### src/rtl/dram_seq_pkg.sv
package dram_seq_pkg;

    typedef enum logic [2:0] {
        S_IDLE,
        S_ROW_STROBE,
        S_COL_SETUP,
        S_COL_STROBE,
        S_COL_PRECHG,
        S_ROW_OPEN,
        S_ROW_PRECHG
    } seq_state_t;

    function automatic int max4(input int a, input int b, input int c, input int d);
        int m;
        m = a;
        if (b > m) m = b;
        if (c > m) m = c;
        if (d > m) m = d;
        return m;
    endfunction

endpackage

### src/rtl/dram_seq_timer.sv
module dram_seq_timer #(
    parameter int TW = 3
) (
    input  logic          clk,
    input  logic          rst_n,
    input  logic          load,
    input  logic [TW-1:0] load_val,
    output logic          zero
);

    logic [TW-1:0] cnt_q;

    always_ff @(posedge clk) begin
        if (!rst_n) begin
            cnt_q <= '0;
        end else if (load) begin
            cnt_q <= load_val;
        end else if (cnt_q != '0) begin
            cnt_q <= cnt_q - 1'b1;
        end
    end

    assign zero = (cnt_q == '0);

endmodule

### src/rtl/dram_seq_budget.sv
module dram_seq_budget #(
    parameter int PAGE_MAX  = 10000,
    parameter int PAGE_CYC  = 7,
    parameter int T_RAS_MIN = 8,
    parameter int T_RP      = 5,
    parameter int BW        = $clog2(PAGE_MAX + 1)
) (
    input  logic          clk,
    input  logic          rst_n,
    input  logic          ras_low,
    output logic [BW-1:0] low_cnt,
    output logic          page_room,
    output logic          ras_min_ok
);

    localparam int HW = $clog2(T_RP + 1);

    logic [BW-1:0] cnt_q;
    logic [HW-1:0] hcnt_q;

    always_ff @(posedge clk) begin
        if (!rst_n) begin
            cnt_q <= '0;
        end else if (!ras_low) begin
            cnt_q <= '0;
        end else if (cnt_q != BW'(PAGE_MAX)) begin
            cnt_q <= cnt_q + 1'b1;
        end
    end

    always_ff @(posedge clk) begin
        if (!rst_n) begin
            hcnt_q <= HW'(T_RP);
        end else if (ras_low) begin
            hcnt_q <= '0;
        end else if (hcnt_q != HW'(T_RP)) begin
            hcnt_q <= hcnt_q + 1'b1;
        end
    end

    assign low_cnt    = cnt_q;
    assign page_room  = (int'(cnt_q) + PAGE_CYC) < PAGE_MAX;
    assign ras_min_ok = (int'(cnt_q) + 1) >= T_RAS_MIN;

    AST_RAS_LOW_BOUND: assert property (@(posedge clk) disable iff (!rst_n)
        ras_low |-> (int'(cnt_q) < PAGE_MAX));

    AST_PRECHARGE_MIN: assert property (@(posedge clk) disable iff (!rst_n)
        $rose(ras_low) |-> (int'(hcnt_q) >= T_RP));

    AST_RAS_PULSE_MIN: assert property (@(posedge clk) disable iff (!rst_n)
        $fell(ras_low) |-> (int'($past(cnt_q)) + 1 >= T_RAS_MIN));

endmodule

### src/rtl/dram_seq_row.sv
module dram_seq_row #(
    parameter int AW = 9
) (
    input  logic          clk,
    input  logic          rst_n,
    input  logic          capture,
    input  logic          clear,
    input  logic [AW-1:0] row_in,
    input  logic [AW-1:0] cmp_row,
    output logic          hit
);

    logic [AW-1:0] open_q;
    logic          valid_q;

    always_ff @(posedge clk) begin
        if (!rst_n) begin
            open_q  <= '0;
            valid_q <= 1'b0;
        end else if (clear) begin
            valid_q <= 1'b0;
        end else if (capture) begin
            open_q  <= row_in;
            valid_q <= 1'b1;
        end
    end

    assign hit = valid_q && (cmp_row == open_q);

endmodule

### src/rtl/dram_page_seq.sv
module dram_page_seq
    import dram_seq_pkg::*;
#(
    parameter int AW        = 9,
    parameter int DW        = 16,
    parameter int T_RCD     = 2,
    parameter int T_CAS     = 4,
    parameter int T_CP      = 1,
    parameter int T_RP      = 5,
    parameter int T_RAS_MIN = 8,
    parameter int PAGE_MAX  = 10000
) (
    input  logic            clk,
    input  logic            rst_n,
    input  logic            req_valid,
    output logic            req_ready,
    input  logic [2*AW-1:0] req_addr,
    input  logic            req_write,
    input  logic [1:0]      req_be,
    input  logic [DW-1:0]   req_wdata,
    output logic            rsp_valid,
    output logic [DW-1:0]   rsp_rdata,
    output logic            dram_ras_n,
    output logic            dram_cas_n,
    output logic            dram_oe_n,
    output logic            dram_uwe_n,
    output logic            dram_lwe_n,
    output logic [AW-1:0]   dram_addr,
    output logic [DW-1:0]   dram_dq_out,
    output logic            dram_dq_en,
    input  logic [DW-1:0]   dram_dq_in
);

    localparam int PAGE_CYC = T_CAS + T_CP + 2;
    localparam int TMAX     = max4(T_RCD, T_CAS, T_CP, T_RP);
    localparam int TW       = $clog2(TMAX + 1);
    localparam int BW       = $clog2(PAGE_MAX + 1);

    seq_state_t    state_q, state_d;
    logic          pend_q, pend_d;
    logic [AW-1:0] row_q, col_q;
    logic          wr_q;
    logic [1:0]    be_q;
    logic [DW-1:0] wd_q;
    logic [DW-1:0] rd_q;
    logic          rsp_q;

    logic          accept;
    logic          tmr_load, tmr_zero;
    logic [TW-1:0] tmr_val;
    logic          row_hit, page_room, ras_min_ok;
    logic          ras_low;
    logic [BW-1:0] ras_cnt;
    logic          col_phase;
    logic          last_cas;

    assign accept   = req_valid && req_ready;
    assign last_cas = (state_q == S_COL_STROBE) && tmr_zero;

    dram_seq_timer #(.TW(TW)) u_timer (
        .clk      (clk),
        .rst_n    (rst_n),
        .load     (tmr_load),
        .load_val (tmr_val),
        .zero     (tmr_zero)
    );

    dram_seq_budget #(
        .PAGE_MAX  (PAGE_MAX),
        .PAGE_CYC  (PAGE_CYC),
        .T_RAS_MIN (T_RAS_MIN),
        .T_RP      (T_RP),
        .BW        (BW)
    ) u_budget (
        .clk        (clk),
        .rst_n      (rst_n),
        .ras_low    (ras_low),
        .low_cnt    (ras_cnt),
        .page_room  (page_room),
        .ras_min_ok (ras_min_ok)
    );

    dram_seq_row #(.AW(AW)) u_row (
        .clk     (clk),
        .rst_n   (rst_n),
        .capture (state_q == S_ROW_STROBE),
        .clear   ((state_q == S_ROW_PRECHG) || (state_q == S_IDLE)),
        .row_in  (row_q),
        .cmp_row (req_addr[2*AW-1:AW]),
        .hit     (row_hit)
    );

    // State register
    always_ff @(posedge clk) begin
        if (!rst_n) begin
            state_q <= S_IDLE;
            pend_q  <= 1'b0;
        end else begin
            state_q <= state_d;
            pend_q  <= pend_d;
        end
    end

    // Request latch and read capture
    always_ff @(posedge clk) begin
        if (!rst_n) begin
            row_q <= '0;
            col_q <= '0;
            wr_q  <= 1'b0;
            be_q  <= '0;
            wd_q  <= '0;
            rd_q  <= '0;
            rsp_q <= 1'b0;
        end else begin
            if (accept) begin
                row_q <= req_addr[2*AW-1:AW];
                col_q <= req_addr[AW-1:0];
                wr_q  <= req_write;
                be_q  <= req_be;
                wd_q  <= req_wdata;
            end
            if (last_cas && !wr_q) begin
                rd_q <= dram_dq_in;
            end
            rsp_q <= last_cas;
        end
    end

    // Next-state logic
    always_comb begin
        state_d = state_q;
        pend_d  = pend_q;
        unique case (state_q)
            S_IDLE: begin
                if (accept) state_d = S_ROW_STROBE;
            end
            S_ROW_STROBE: begin
                if (tmr_zero) state_d = S_COL_SETUP;
            end
            S_COL_SETUP: begin
                state_d = S_COL_STROBE;
            end
            S_COL_STROBE: begin
                if (tmr_zero) state_d = S_COL_PRECHG;
            end
            S_COL_PRECHG: begin
                if (tmr_zero) state_d = S_ROW_OPEN;
            end
            S_ROW_OPEN: begin
                if (pend_q) begin
                    if (ras_min_ok) state_d = S_ROW_PRECHG;
                end else if (accept) begin
                    if (row_hit && page_room) begin
                        state_d = S_COL_SETUP;
                    end else begin
                        pend_d = 1'b1;
                        if (ras_min_ok) state_d = S_ROW_PRECHG;
                    end
                end else if (!page_room) begin
                    state_d = S_ROW_PRECHG;
                end
            end
            S_ROW_PRECHG: begin
                if (tmr_zero) begin
                    state_d = pend_q ? S_ROW_STROBE : S_IDLE;
                    pend_d  = 1'b0;
                end
            end
            default: begin
                state_d = S_IDLE;
                pend_d  = 1'b0;
            end
        endcase
    end

    // Timer load on every state change
    always_comb begin
        tmr_load = (state_d != state_q);
        unique case (state_d)
            S_ROW_STROBE: tmr_val = TW'(T_RCD - 1);
            S_COL_STROBE: tmr_val = TW'(T_CAS - 1);
            S_COL_PRECHG: tmr_val = TW'(T_CP - 1);
            S_ROW_PRECHG: tmr_val = TW'(T_RP - 1);
            default:      tmr_val = '0;
        endcase
    end

    // Output decode
    always_comb begin
        ras_low   = (state_q == S_ROW_STROBE) || (state_q == S_COL_SETUP) ||
                    (state_q == S_COL_STROBE) || (state_q == S_COL_PRECHG) ||
                    (state_q == S_ROW_OPEN);
        col_phase = (state_q == S_COL_SETUP) || (state_q == S_COL_STROBE);

        dram_ras_n  = !ras_low;
        dram_cas_n  = (state_q != S_COL_STROBE);
        dram_addr   = (state_q == S_IDLE || state_q == S_ROW_STROBE ||
                       state_q == S_ROW_PRECHG) ? row_q : col_q;
        dram_oe_n   = !(col_phase && !wr_q);
        dram_uwe_n  = !(col_phase && wr_q && be_q[1]);
        dram_lwe_n  = !(col_phase && wr_q && be_q[0]);
        dram_dq_en  = col_phase && wr_q && (be_q != 2'b00);
        dram_dq_out = wd_q;

        req_ready = ((state_q == S_IDLE) || (state_q == S_ROW_OPEN)) && !pend_q;
        rsp_valid = rsp_q;
        rsp_rdata = rd_q;
    end

    AST_CAS_AFTER_RCD: assert property (@(posedge clk) disable iff (!rst_n)
        $fell(dram_cas_n) |-> (int'(ras_cnt) >= T_RCD));

    AST_STROBE_BEFORE_CAS: assert property (@(posedge clk) disable iff (!rst_n)
        ($fell(dram_uwe_n) || $fell(dram_lwe_n)) |-> dram_cas_n);

    AST_STROBES_TOGETHER: assert property (@(posedge clk) disable iff (!rst_n)
        ($fell(dram_uwe_n) && !dram_lwe_n) |-> $fell(dram_lwe_n));

    AST_DRIVE_NEEDS_STROBE: assert property (@(posedge clk) disable iff (!rst_n)
        dram_dq_en |-> (!dram_uwe_n || !dram_lwe_n));

    AST_OE_NOT_WITH_DRIVE: assert property (@(posedge clk) disable iff (!rst_n)
        !dram_oe_n |-> (!dram_dq_en && !dram_ras_n));

    AST_RSP_SINGLE: assert property (@(posedge clk) disable iff (!rst_n)
        rsp_valid |=> !rsp_valid);

    AST_BUSY_AT_RSP: assert property (@(posedge clk) disable iff (!rst_n)
        rsp_valid |-> !req_ready);

endmodule

### config.mk
export PLATFORM = sky130hd
export DESIGN_NAME = dram_page_seq
export DESIGN_NICKNAME = d
export VERILOG_FILES = /design/src/rtl/dram_seq_pkg.sv /design/src/rtl/dram_seq_timer.sv /design/src/rtl/dram_seq_budget.sv /design/src/rtl/dram_seq_row.sv /design/src/rtl/dram_page_seq.sv
export SDC_FILE = /design/constraint.sdc
export NUM_CORES = 1
export LEC_CHECK = 0
export ABC_AREA = 0
export BUFFER_PORTS_ARGS = -buffer_cell sky130_fd_sc_hd__buf_4
export CAP_MARGIN = 20
export CORE_MARGIN = 2
export CORE_UTILIZATION = 50
export CTS_BUF_LIST = sky130_fd_sc_hd__clkbuf_4
export DETAILED_ROUTE_END_ITERATION = 10
export PLACE_DENSITY = 0.76
export SETUP_SLACK_MARGIN = 0.3
export SYNTH_ARGS = -nofsm -noshare
export SYNTH_HDL_FRONTEND = slang
export SYNTH_SLANG_ARGS = --single-unit
export TNS_END_PERCENT = 30
### constraint.sdc
create_clock -name clk -period 4.4 [get_ports clk]
set_clock_uncertainty 0.05 [all_clocks]
set_input_delay 0.66 -clock clk [delete_from_list [all_inputs] [get_ports clk]]
set_output_delay 0.66 -clock clk [all_outputs]
set_load 0.03 [all_outputs]
=== Yosys cells after proc, flatten, opt, wreduce, memory -nomap -nowiden ===
Index checks and enable logic that the tools add are counted.

* Add/subtract/negate cells: 4
* $mul: 0
* Div/mod/pow operators: 0
* $lt $le $gt $ge: 2
* Equal/unequal tests: 14
* Shift operators: 0
* Muxes and demuxes: 21
* Bitwise gates (word level): 3
* Reductions and logical operators: 36

{| class="wikitable"
|+ Operators with widths
! kind !! count
|-
| $mux W3 || 12
|-
| $ge A32 B5 Y1 const B || 1
|-
| $lt A32 B15 Y1 const B || 1
|-
| $pmux W3 S7 || 1
|-
| $add A14 B1 Y15 const B || 1
|-
| $add A14 B3 Y15 const B || 1
|-
| $add A14 B1 Y14 const B || 1
|-
| $ne A14 B14 Y1 const B || 1
|-
| $eq A3 B3 Y1 const B || 4
|-
| $logic_and A1 B1 Y1 || 11
|-
| $eq A3 B2 Y1 const B || 3
|-
| $eq A9 B9 Y1 || 1
|-
| $logic_or A1 B1 Y1 || 9
|-
| $mux W9 || 1
|-
| $pmux W3 S3 || 1
|-
| $eq A3 B1 Y1 const B || 2
|-
| $logic_not A1 Y1 || 6
|-
| $logic_not A3 Y1 || 2
|-
| $reduce_and A2 Y1 || 3
|-
| $mux W1 || 5
|-
| $reduce_or A5 Y1 || 1
|-
| $reduce_bool A2 Y1 || 2
|-
| $ne A3 B2 Y1 const B || 1
|-
| $ne A3 B3 Y1 || 1
|-
| 6 further kinds || 8
|}

* Bits in registers: 85
* Latch bits: 0
* Memory bits (writable): 0
* ROM bits: 0
* Bits of input ports: 56
* Memories kept: 0

=== Depth between registers and ports, before layout ===
* Word-level depth: 10
* Depth in mapped cells: 10
* Depth with buffers taken out: 10

=== Cells and area by module ===
Synthesis repeated with hierarchy kept, for this count alone.

* Cell total of the unflattened synthesis: 509
* Area total of the unflattened synthesis: 4291.6 um^2

{| class="wikitable"
|+ By module, submodules not included
! module !! times used !! cells each !! area each (um^2) !! sequential area each (um^2)
|-
| dram_page_seq || 1 || 309 || 2568.7 || 1161.1
|-
| dram_seq_budget || 1 || 122 || 1046.0 || 280.3
|-
| dram_seq_row || 1 || 56 || 471.7 || 200.2
|-
| dram_seq_timer || 1 || 22 || 205.2 || 60.1
|}

=== Worst setup path before layout ===
No wires, ideal clock.

* Kind: register to register
* Start: register state_q[2]
* End: register u_timer.cnt_q[0]
* Data arrival time: 2.533 ns
* Data required time: 4.278 ns
* Slack: 1.746 ns
* Stages on the path, launching flop included: 9
* Buffers on the path: 1
* Clock period less this slack: 2.654 ns
* Cell sequence: dfxtp_1 > clkbuf_1 > xor2_1 > nor3_1 > nand2_1 > nor4_1 > a31oi_1 > or3b_1 > mux2i_1

* Cells in the longest elaborated chain, start to end: 10

{| class="wikitable"
|+ RTL lines
! element !! RTL line !! RTL
|-
| from (decl) || dram_page_seq.sv:39 || <nowiki>seq_state_t state_q, state_d;</nowiki>
|-
| from (signal assigned) || dram_page_seq.sv:99 || <nowiki>state_q <= state_d;</nowiki>
|-
| $eq A3 B3 Y1 / $logic_not A3 Y1 (equally long branches) || dram_page_seq.sv:205 || <nowiki>req_ready = ((state_q == S_IDLE) || (state_q == S_ROW_OPEN)) && !pend_q;</nowiki>
|-
| $logic_or A1 B1 Y1 (*) || dram_page_seq.sv:205 ||
|-
| $logic_and A1 B1 Y1 (*) || dram_page_seq.sv:205 ||
|-
| net req_ready || dram_page_seq.sv:16 || <nowiki>output logic req_ready,</nowiki>
|-
| $logic_and A1 B1 Y1 (*) || dram_page_seq.sv:57 || <nowiki>assign accept = req_valid && req_ready;</nowiki>
|-
| $mux W3 || dram_page_seq.sv:152 || <nowiki>end else if (accept) begin</nowiki>
|-
| $mux W3 || dram_page_seq.sv:150 || <nowiki>if (pend_q) begin</nowiki>
|-
| $pmux W3 S7 (*) || dram_page_seq.sv:133 || <nowiki>unique case (state_q)</nowiki>
|-
| $eq A3 B3 Y1 (tied with other cells) || dram_page_seq.sv:179 || <nowiki>unique case (state_d)</nowiki>
|-
| $pmux W3 S3 || dram_page_seq.sv:179 ||
|-
| $mux W3 || dram_seq_timer.sv:16 || <nowiki>end else if (load) begin</nowiki>
|-
| to (signal assigned) || dram_seq_timer.sv:17 || <nowiki>cnt_q <= load_val;</nowiki>
|-
| to (signal assigned) || dram_seq_timer.sv:19 || <nowiki>cnt_q <= cnt_q - 1'b1;</nowiki>
|-
| to (decl) || dram_seq_timer.sv:11 || <nowiki>logic [TW-1:0] cnt_q;</nowiki>
|}

Mark *: on every way through the listed nets, which the timed path passes. The rest lies on a longest branch.
A chain may end at the register's enable or synchronous reset.

=== Final worst setup path ===
* Start: register state_q[1]
* End: output dram_addr[0]

* Cells in the longest elaborated chain, start to end: 4

{| class="wikitable"
|+ RTL lines
! element !! RTL line !! RTL
|-
| $eq A3 B1 Y1 / $logic_not A3 Y1 (equally long branches) || dram_page_seq.sv:197 || <nowiki>dram_addr = (state_q == S_IDLE || state_q == S_ROW_STROBE ||</nowiki>
|-
| $logic_or A1 B1 Y1 || dram_page_seq.sv:197 ||
|-
| $logic_or A1 B1 Y1 (*) || dram_page_seq.sv:197 ||
|-
| $mux W9 (*) || dram_page_seq.sv:198 || <nowiki>state_q == S_ROW_PRECHG) ? row_q : col_q;</nowiki>
|-
| to (decl) || dram_page_seq.sv:28 || <nowiki>output logic [AW-1:0] dram_addr,</nowiki>
|}

Mark *: on every way between the ends. The rest lies on a longest branch, timed or not.

==> impl_results.md <==
- Max-slew headroom at the worst pin: 35.3%
- Mapped Nets: 586
- IO buf count: between 100 and 150
- Drt total wl: 10.3 mm
- Syn Inst Count: 526
- Max Root-Sink Buffers: 2
- Yosys top cell by area: dfxtp_1
- Yosys warning total: 0
- Post-layout min period: 3.16 ns
- Vias: 3,827
- Routed length per instance: between 10 and 15 um
- Min-Delay Path Class: in -> reg
- Max VDD drop: 0.217 mV
- CP Data Arrival Time: 2.45 ns
- Post-placement cell area: 0.00501 mm2
- Dpl hpwl: 7.47 mm
- Number of DRC markers in iteration 0: 157
- Startpoint Class: register
- Post-synth EDFFs: 0
- Worst-skew pair later-pin latency: 0.43 ns
- Die W: 96.3 um
- Final worst-path cycle share: 71.9%
- Number of global-route vias before repair: 3,577
- Gr ovfl total: 0
- Top area cells in the synthesized netlist: dfxtp_1, nand2_1, a21boi_0
- Post-CTS resize count: 0
- Clock transition at path regs: about 0.15 ns
- Leakage: 1.97 nW
- PwrDens: around 480 mW/mm2
- RSZ-0062 raised after global routing: false
- CP max-delay cell: o21ai_1
- ANT cells: 0
- Antenna Nets Post-Route: 0
- CTS H-tree depth: 3
- Post-synth top flop: dfxtp_1
- Core Area: 0.00822 mm2
- Rows: 33
- Setup slack after placement: 1.53 ns
- Tot Pwr: 2.44 mW
- Max cap viols: 0
- Status: completed
- Post-synthesis sequential area ratio: between 30% and 40%
- Design Area, Final: approximately 0.0051 mm2
- Total negative slack: 0 ns
- CP bufs+invs: 1
- Setup CP Type: reg -> out
- CTS Buf Count: 9
- Global-route wire length before repair: 17.1 mm
- Slew @ Worst Pin: 0.967 ns
- Postcts setup bufs: 0
- Remaining design rule violation count: 0
- Final hold violation count: 0
- Largest net degree at the start of global routing: 77
- Post-synth top area share: between 30% and 40%
- CP Cell Sequence: nand2_1 -> o21ai_1 -> mux2_2 -> buf_4
- Post-synth top cells: nand2_1, dfxtp_1, a21boi_0, clkbuf_1, nor2_1
- Num Clock Sinks: 85
- Fmax: 316 MHz
- Initial Util: slightly above 50%
- Nature of the critical path endpoint: output port
- Die Span Y: 96.3 um
- CP max FO: 12
- Final GP Congestion: 0.916
- Dominant delay contributor by cell family on the critical path: compound AO/OA/AOI/OAI gates
- Ratio of cells with drive above 1 in the final layout: 23.3%
- GRT Util Overall: a little under a quarter
- Final nets: 665
- Via/cell ratio: 5.35
- I/O pins: roughly 110
- Setup violators final: 0
- Most frequent cell after synthesis: nand2_1
- Final Max Tran Viols: 0
- Final non-filler cell total: 715
- Max stage delay on crit path: 0.72 ns
- Root Driver: clkbuf_4
- CP Data Required Time: 3.69 ns
- Async S/R FF share, synth: 0%
- #FFs+latches synth: 85
- Setup WS post-layout: ~1.2 ns
- Antenna violations before repair: 0
- Synth unique cells: 55
- Synth Cell Area: about 0.0043 mm2
- Drt pass-1 iters: 5
- CTS Hold Bufs: 0
- Die Area: 0.00927 mm2
- CTS tree: built
- Dpl cells: 699
- Syn-to-layout area delta: 20.5%
- Synth Area per Inst: 8.09 um2
-- state kept, by name, summed over array words and instances, names as in the netlist --
register and cells:
rsp_rdata 16, pend_q 1, rsp_valid 1, dram_dq_out 16, wr_q 1, u_row.valid_q 1
u_timer.cnt_q 3, row_q 9, be_q 2, u_row.open_q 9, u_budget.low_cnt 14, col_q 9
state_q 3
-- where the power goes --
part / internal (mW) / switching, mW / total (mW)
clock network: 0.118 / 0.285 / 0.403
logic: 0.377 / 0.655 / 1.03
registers: 0.893 / 0.109 / 1.00
total: 1.39 / 1.05 / 2.44
-- per-stage QoR --
step	util [%]	hold slack, ns
after detailed placement	61.0	0.409
after CTS	62.4	0.392
final	62.4	0.419
after global placement	61.0	0.398
after floorplan	-	0.391
after global routing	62.4	0.387
-- worst min-delay path, delay by kind of cell --
kind                   cells  cell delay (ns)
AOI/OAI and AO/OA          1             0.06
buffers and inverters      1             0.11
and+or+nand+nor            1             0.04
-- final cells by class --
type	instances	area, um2
Fill cell	747	3090
Timing Repair Buffer	106	796
Inverter	12	45.0
Clock buffer	9	67.6
Multi-Input combinational cell	391	2340
Tap cell	105	131
Sequential cell	85	1700
Clock inverter	7	50.0
-- path summary, 6_finish.rpt --
kind                                          start               end  slack, ns  depth (start not counted)
worst max-delay path                     state_q[1]      dram_addr[0]       1.24                          4
worst min-delay path                    req_addr[3]          col_q[3]       0.42                          3
worst max register to register  u_budget.low_cnt[4]  u_timer.cnt_q[2]       1.50                          8
worst min register to register             col_q[1]          col_q[1]       0.42                          2
-- metal layers --
metal	vias to the layer above	part of all wire, %	track usage [%]
met1	1771	44	31.9
met2	111	48	36.4
li1	1932	-	-
met3	13	6.9	5.64
met4	0	1.5	8.45
met5	-	0	0
-- logic make-up after synthesis --
| group | count (synthesis) | synth area share [%] |
|---|---|---|
| AOI/OAI and AO/OA | 107 | 19.3 |
| adders and majority gates | 4 | 1.18 |
| DFF | 85 | 40.0 |
| xor gates and xnor gates | 28 | 5.76 |
| and+or+nand+nor | 239 | 25.2 |
| muxes | 13 | 3.35 |
| buffers and inverters | 50 | 5.26 |
-- layout by cell type (no fill, tap or decap), drive strengths merged, types with 5 or more instances in the layout --
| cell type | netlist | final |
|---|---|---|
| nand2 | 145 | 145 |
| o21ai | 14 | 14 |
| a21boi | 63 | 63 |
| nand4 | 11 | 11 |
| inv | 12 | 14 |
| nor3 | 14 | 14 |
| nor2 | 26 | 26 |
| and3 | 5 | 5 |
| clkbuf | 27 | 9 |
| dfxtp | 85 | 85 |
| nand2b | 5 | 5 |
| xnor2 | 23 | 23 |
| nand3 | 13 | 13 |
| buf | 11 | 106 |
| xor2 | 5 | 5 |
| a21oi | 8 | 8 |
| mux2 | 10 | 10 |
Power figures use the tool's default switching activity.
